==> config.mk <==
export PLATFORM = sky130hd
export DESIGN_NAME = id_unlock_seq
export DESIGN_NICKNAME = d
export VERILOG_FILES = /design/src/rtl/id_unlock_seq.sv
export SDC_FILE = /design/constraint.sdc
export NUM_CORES = 1
export LEC_CHECK = 0
export ABC_AREA = 1
export BUFFER_PORTS_ARGS = -buffer_cell sky130_fd_sc_hd__buf_2
export CAP_MARGIN = 25
export CORE_ASPECT_RATIO = 0.7
export CORE_MARGIN = 3
export CORE_UTILIZATION = 59
export CTS_CLUSTER_DIAMETER = 50
export CTS_CLUSTER_SIZE = 16
export DETAILED_ROUTE_END_ITERATION = 10
export PLACE_DENSITY = 0.88
export SLEW_MARGIN = 20
export SYNTH_ARGS = -nofsm -noshare
export SYNTH_HDL_FRONTEND = slang
export SYNTH_SLANG_ARGS = --single-unit
==> constraint.sdc <==
create_clock -name clk -period 1.9 [get_ports clk]
set_input_delay 0.38 -clock clk [delete_from_list [all_inputs] [get_ports clk]]
set_output_delay 0.38 -clock clk [all_outputs]
set_load 0.005 [all_outputs]
==> src/rtl/id_unlock_seq.sv <==
module id_unlock_seq #(
  parameter int ID_BYTES = 16,
  parameter int PAGE_MAX = 8,
  parameter logic [7:0] KEY_A = 8'h55,
  parameter logic [7:0] KEY_B = 8'hAA
) (
  input  logic                        clk,
  input  logic                        rst_n,
  input  logic                        cmd_valid,
  input  logic [2:0]                  cmd_kind,
  input  logic                        byte_valid,
  input  logic [7:0]                  byte_data,
  input  logic                        frame_end,
  output logic                        id_wr_en,
  output logic                        id_rd_en,
  output logic [$clog2(ID_BYTES)-1:0] id_addr,
  output logic                        wel_clr
);
  localparam int AW = $clog2(ID_BYTES);
  localparam int CW = $clog2(PAGE_MAX + 1);
  localparam logic [2:0] K_WEN  = 3'd0;
  localparam logic [2:0] K_UNLK = 3'd1;
  localparam logic [2:0] K_IDW  = 3'd2;
  localparam logic [2:0] K_IDR  = 3'd3;
  localparam logic [2:0] K_MEMW = 3'd4;

  typedef enum logic [1:0] {S_LOCK, S_WEN, S_KEYA, S_OPEN} st_t;

  st_t           st, nxt;
  logic [2:0]    kind_q;
  logic          have_cmd, have_b0, grant_q;
  logic [7:0]    key_q;
  logic [AW-1:0] addr_q;
  logic [CW-1:0] wcnt;

  wire in_data = byte_valid && have_cmd && have_b0;
  assign id_wr_en = in_data && grant_q && (wcnt < CW'(PAGE_MAX));
  assign id_rd_en = in_data && (kind_q == K_IDR);
  assign id_addr  = addr_q;

  always_comb begin
    nxt = S_LOCK;
    if (have_cmd) begin
      case (kind_q)
        K_WEN:  nxt = S_WEN;
        K_UNLK: begin
          if (have_b0 && st == S_WEN && key_q == KEY_A)       nxt = S_KEYA;
          else if (have_b0 && st == S_KEYA && key_q == KEY_B) nxt = S_OPEN;
        end
        default: nxt = S_LOCK;
      endcase
    end
  end

  always_ff @(posedge clk or negedge rst_n) begin
    if (!rst_n) begin
      st       <= S_LOCK;
      kind_q   <= 3'd7;
      have_cmd <= 1'b0;
      have_b0  <= 1'b0;
      grant_q  <= 1'b0;
      key_q    <= 8'h00;
      addr_q   <= '0;
      wcnt     <= '0;
      wel_clr  <= 1'b0;
    end else begin
      wel_clr <= 1'b0;
      if (cmd_valid) begin
        kind_q   <= cmd_kind;
        have_cmd <= 1'b1;
        have_b0  <= 1'b0;
        wcnt     <= '0;
        grant_q  <= (cmd_kind == K_IDW) && (st == S_OPEN);
      end else if (byte_valid && have_cmd) begin
        if (!have_b0) begin
          have_b0 <= 1'b1;
          key_q   <= byte_data;
          if (kind_q == K_IDW || kind_q == K_IDR) addr_q <= byte_data[AW-1:0];
        end else if (id_wr_en || id_rd_en) begin
          addr_q <= addr_q + 1'b1;
          if (id_wr_en) wcnt <= wcnt + 1'b1;
        end
      end else if (frame_end) begin
        st       <= nxt;
        have_cmd <= 1'b0;
        grant_q  <= 1'b0;
        wel_clr  <= have_cmd && ((kind_q == K_IDW && grant_q) ||
                                 (kind_q == K_MEMW && st == S_OPEN));
      end
    end
  end

  p_open_order_r1: assert property (@(posedge clk) disable iff (!rst_n)
    (st == S_OPEN && $past(st) != S_OPEN) |-> $past(st) == S_KEYA);

  p_key_order_r2: assert property (@(posedge clk) disable iff (!rst_n)
    (st == S_KEYA && $past(st) != S_KEYA) |-> $past(st) == S_WEN);

  p_wr_needs_open_r4: assert property (@(posedge clk) disable iff (!rst_n)
    id_wr_en |-> st == S_OPEN);

  p_addr_step_r5: assert property (@(posedge clk) disable iff (!rst_n)
    (id_wr_en || id_rd_en) |=> id_addr == AW'($past(id_addr) + 1'b1));

  p_page_cap_r6: assert property (@(posedge clk) disable iff (!rst_n)
    wcnt <= CW'(PAGE_MAX));

  p_clr_relocks_r7: assert property (@(posedge clk) disable iff (!rst_n)
    wel_clr |-> (st == S_LOCK) ##1 !wel_clr);

  p_one_dir_r8: assert property (@(posedge clk) disable iff (!rst_n)
    !(id_wr_en && id_rd_en));
endmodule

==> out/metrics.yaml <==
global_route:
  antenna_found_initial: 0
  busiest_layer: "met2"
  track_usage: 0.238
  grt_overflow_total: 0
  grt_pass1_vias: 1169
  grt_pass1_wl_um: 5120
  use_met2: 0.403
  use_met3: 0.0568
  grt_use_met1: 0.288
  grt_max_degree: 26
routing:
  drt_first_pass_iters: 4
  drtAntennaViolNets: 0
  drc: 0
  wl_per_cell_um: 13.2
  vias: 1205
  wirelength_um: 2990
  vias_per_cell: 5.31
  first_iter_violations: 44
worst_setup_path:
  slowest_stage: "dfrtp_1"
  startpoint: "have_b0"
  reg2regPathDepth: 6
  r2r-end: "id_addr[1]"
  endpoint_kind: "primary output"
  cp_num_cells: 5
  reg2reg_slack_ps: 520
  worstSetupEndpoint: "id_wr_en"
  timing.critical_path.buf_inv: 3
  startpoint_type: "flop"
  crit_chain: "inv_4, nor2_4, nand2_2, inv_2, buf_2"
  required_ps: 1520
  path_max_fanout: 8
  crit_family: "flip-flops"
  crit_arrival_ps: 1400
  timing.rr.start: "kind_q[1]"
  max_stage_delay_ps: 530
  crit_type: "flop to primary output"
layout:
  final_common_cell: "nand2_1"
  drive_gt1_frac: 0.203
  layout.cells.non_filler: 227
  final_nets: 216
  syn_to_final_growth_pct: 12.1
  stdcell_area_mm2: 0.00151
  diodes: 0
  final_cell_mix: "nand2_1, dfrtp_1, buf_2, inv_1, nand3_1"
timing:
  finClkSkew_ps: 10.1
  finalCritPeriodShare: 0.935
  min_period_ps: 1780
  slew_violations: 0
  hold_violations: 0
  max-slew-margin-rel: 0.637
  whs_ps: 7.48
  max_freq_mhz: 563
  rsz0062_at_grt: "no"
  worst_slew_pin_slew_ps: 544
  setup_viol: 0
  tns_ps: 0
synth:
  syn_area_mm2: 0.00135
  syn_inst: 173
  avgSynthCellArea_um2: 7.78
  async_reset_ff_frac: 1.00
  ys.flop_type: "dfrtp_1"
  synth_largest_type_area_fraction: 0.409
  syn-num-nets: 191
  yosys.area.top_type: "dfrtp_1"
  ys_seq_area_frac: 0.467
  synthTopCellsByArea: "dfrtp_1, nand2_1, nand3_1"
  synth_edf_count: 0
  ys_ff_latch: 25
  synth.distinct_cells: 23
  ys_warn_count: 0
clocking:
  cts-htree-levels: 1
  post_cts_buffers: 0
  numCtsBuffers: 3
  path_clk_slew_ps: 140
  cts_tree: "done"
  cts_root_buffer: "clkbuf_4"
  ctsLongestPathBuffers: 2
  cts_sinks: 25
  cts_resized: 0
  insertion_delay_ps: 330
  hold_buffers: 0
floorplan:
  start_util: 0.673
  dieWidth_um: 63.1
  die-area_mm2: 0.00290
  ios: 23
  core_area_mm2: 0.00200
  die_h_um: 46.0
  rows: 13
place:
  place_inst: 223
  dpl_cell_area_mm2: 0.00148
  gp_congestion: 0.811
  port_buffers: 22
  dp_hpwl_um: 2270
pwr:
  ir_worst_vdd_v: 0.000460
  total_power_uw: 1170
  leakagePower_uw: 0.000840
  powerDensity_mw_per_mm2: 776
run_status:
  status: "finished clean"
flow_run:
  max_cap_viol_count: 0
hold_path:
  hp-class: "input pin to asynchronous set/reset pin"
## cells by family after synthesis
logic type / synth area share
AOI/OAI and AO/OA: 0.0530
adders and majority gates: 0.0186
buffers and inverters: 0.0818
DFF: 0.467
and+or+nand+nor: 0.379
## cell usage after synthesis, types with 2 or more instances
cell type   n
dfstp_2     3
nor2_1     12
nand2_1    61
inv_1      19
a21oi_1     3
ha_1        2
dfrtp_1    22
o21ai_0    10
nand2_2     3
nand4_1     3
nand2_4     2
nand3_1    18
nor3_1      4
nor3b_1     2
## through the flow
stage	worst slack, ps	utilization
after floorplan	733	-
after global placement	567	0.740
after detailed placement	505	0.740
after CTS	123	0.754
after global routing	4.93	0.754
final	124	0.754
## power breakdown
group / leakage (uW) / internal, uW / switching, uW
Clock: 0.0000177 / 79.2 / 161
Sequential: 0.000317 / 610 / 84.1
Combinational: 0.000505 / 99.1 / 138
Total: 0.000840 / 788 / 384
## how the worst min path moves through the flow
stage | start | endpoint | slack (ps) | cells past startpoint
after floorplan | rst_n | grant_q | 80 | 0
after global placement | rst_n | wel_clr | 390 | 1
after detailed placement | rst_n | wel_clr | 400 | 1
after CTS | rst_n | wel_clr | 30 | 1
after global routing | rst_n | wel_clr | 30 | 1
final | rst_n | wel_clr | 7 | 1
## sequential cells by signal, summed over array words and instances (netlist names)
name / cells
kind_q: 3
st: 2
wcnt: 4
have_cmd: 1
key_q: 8
id_addr: 4
wel_clr: 1
have_b0: 1
grant_q: 1
## per-layer routing
metal	up-vias	part of all wire
met5	-	0
met1	550	0.44
met3	13	0.059
met4	0	0.038
li1	597	-
met2	45	0.47
## worst reg2reg max path, cell delays in order, from the launching register on
cell	delay, ps
dfstp_2	550
inv_1	70
nor2_1	300
nand2_1	90
nand3_1	140
nand3_1	100
nand2_1	70
## cell type report
type                            instances  area, um^2
Clock buffer                            3        22.5
Clock inverter                          1        5.00
Fill cell                             156         492
Inverter                               22        97.6
Multi-Input combinational cell        124         607
Sequential cell                        25         629
Tap cell                               30        37.5
Timing Repair Buffer                   22         110
Power figures use the tool's default switching activity.
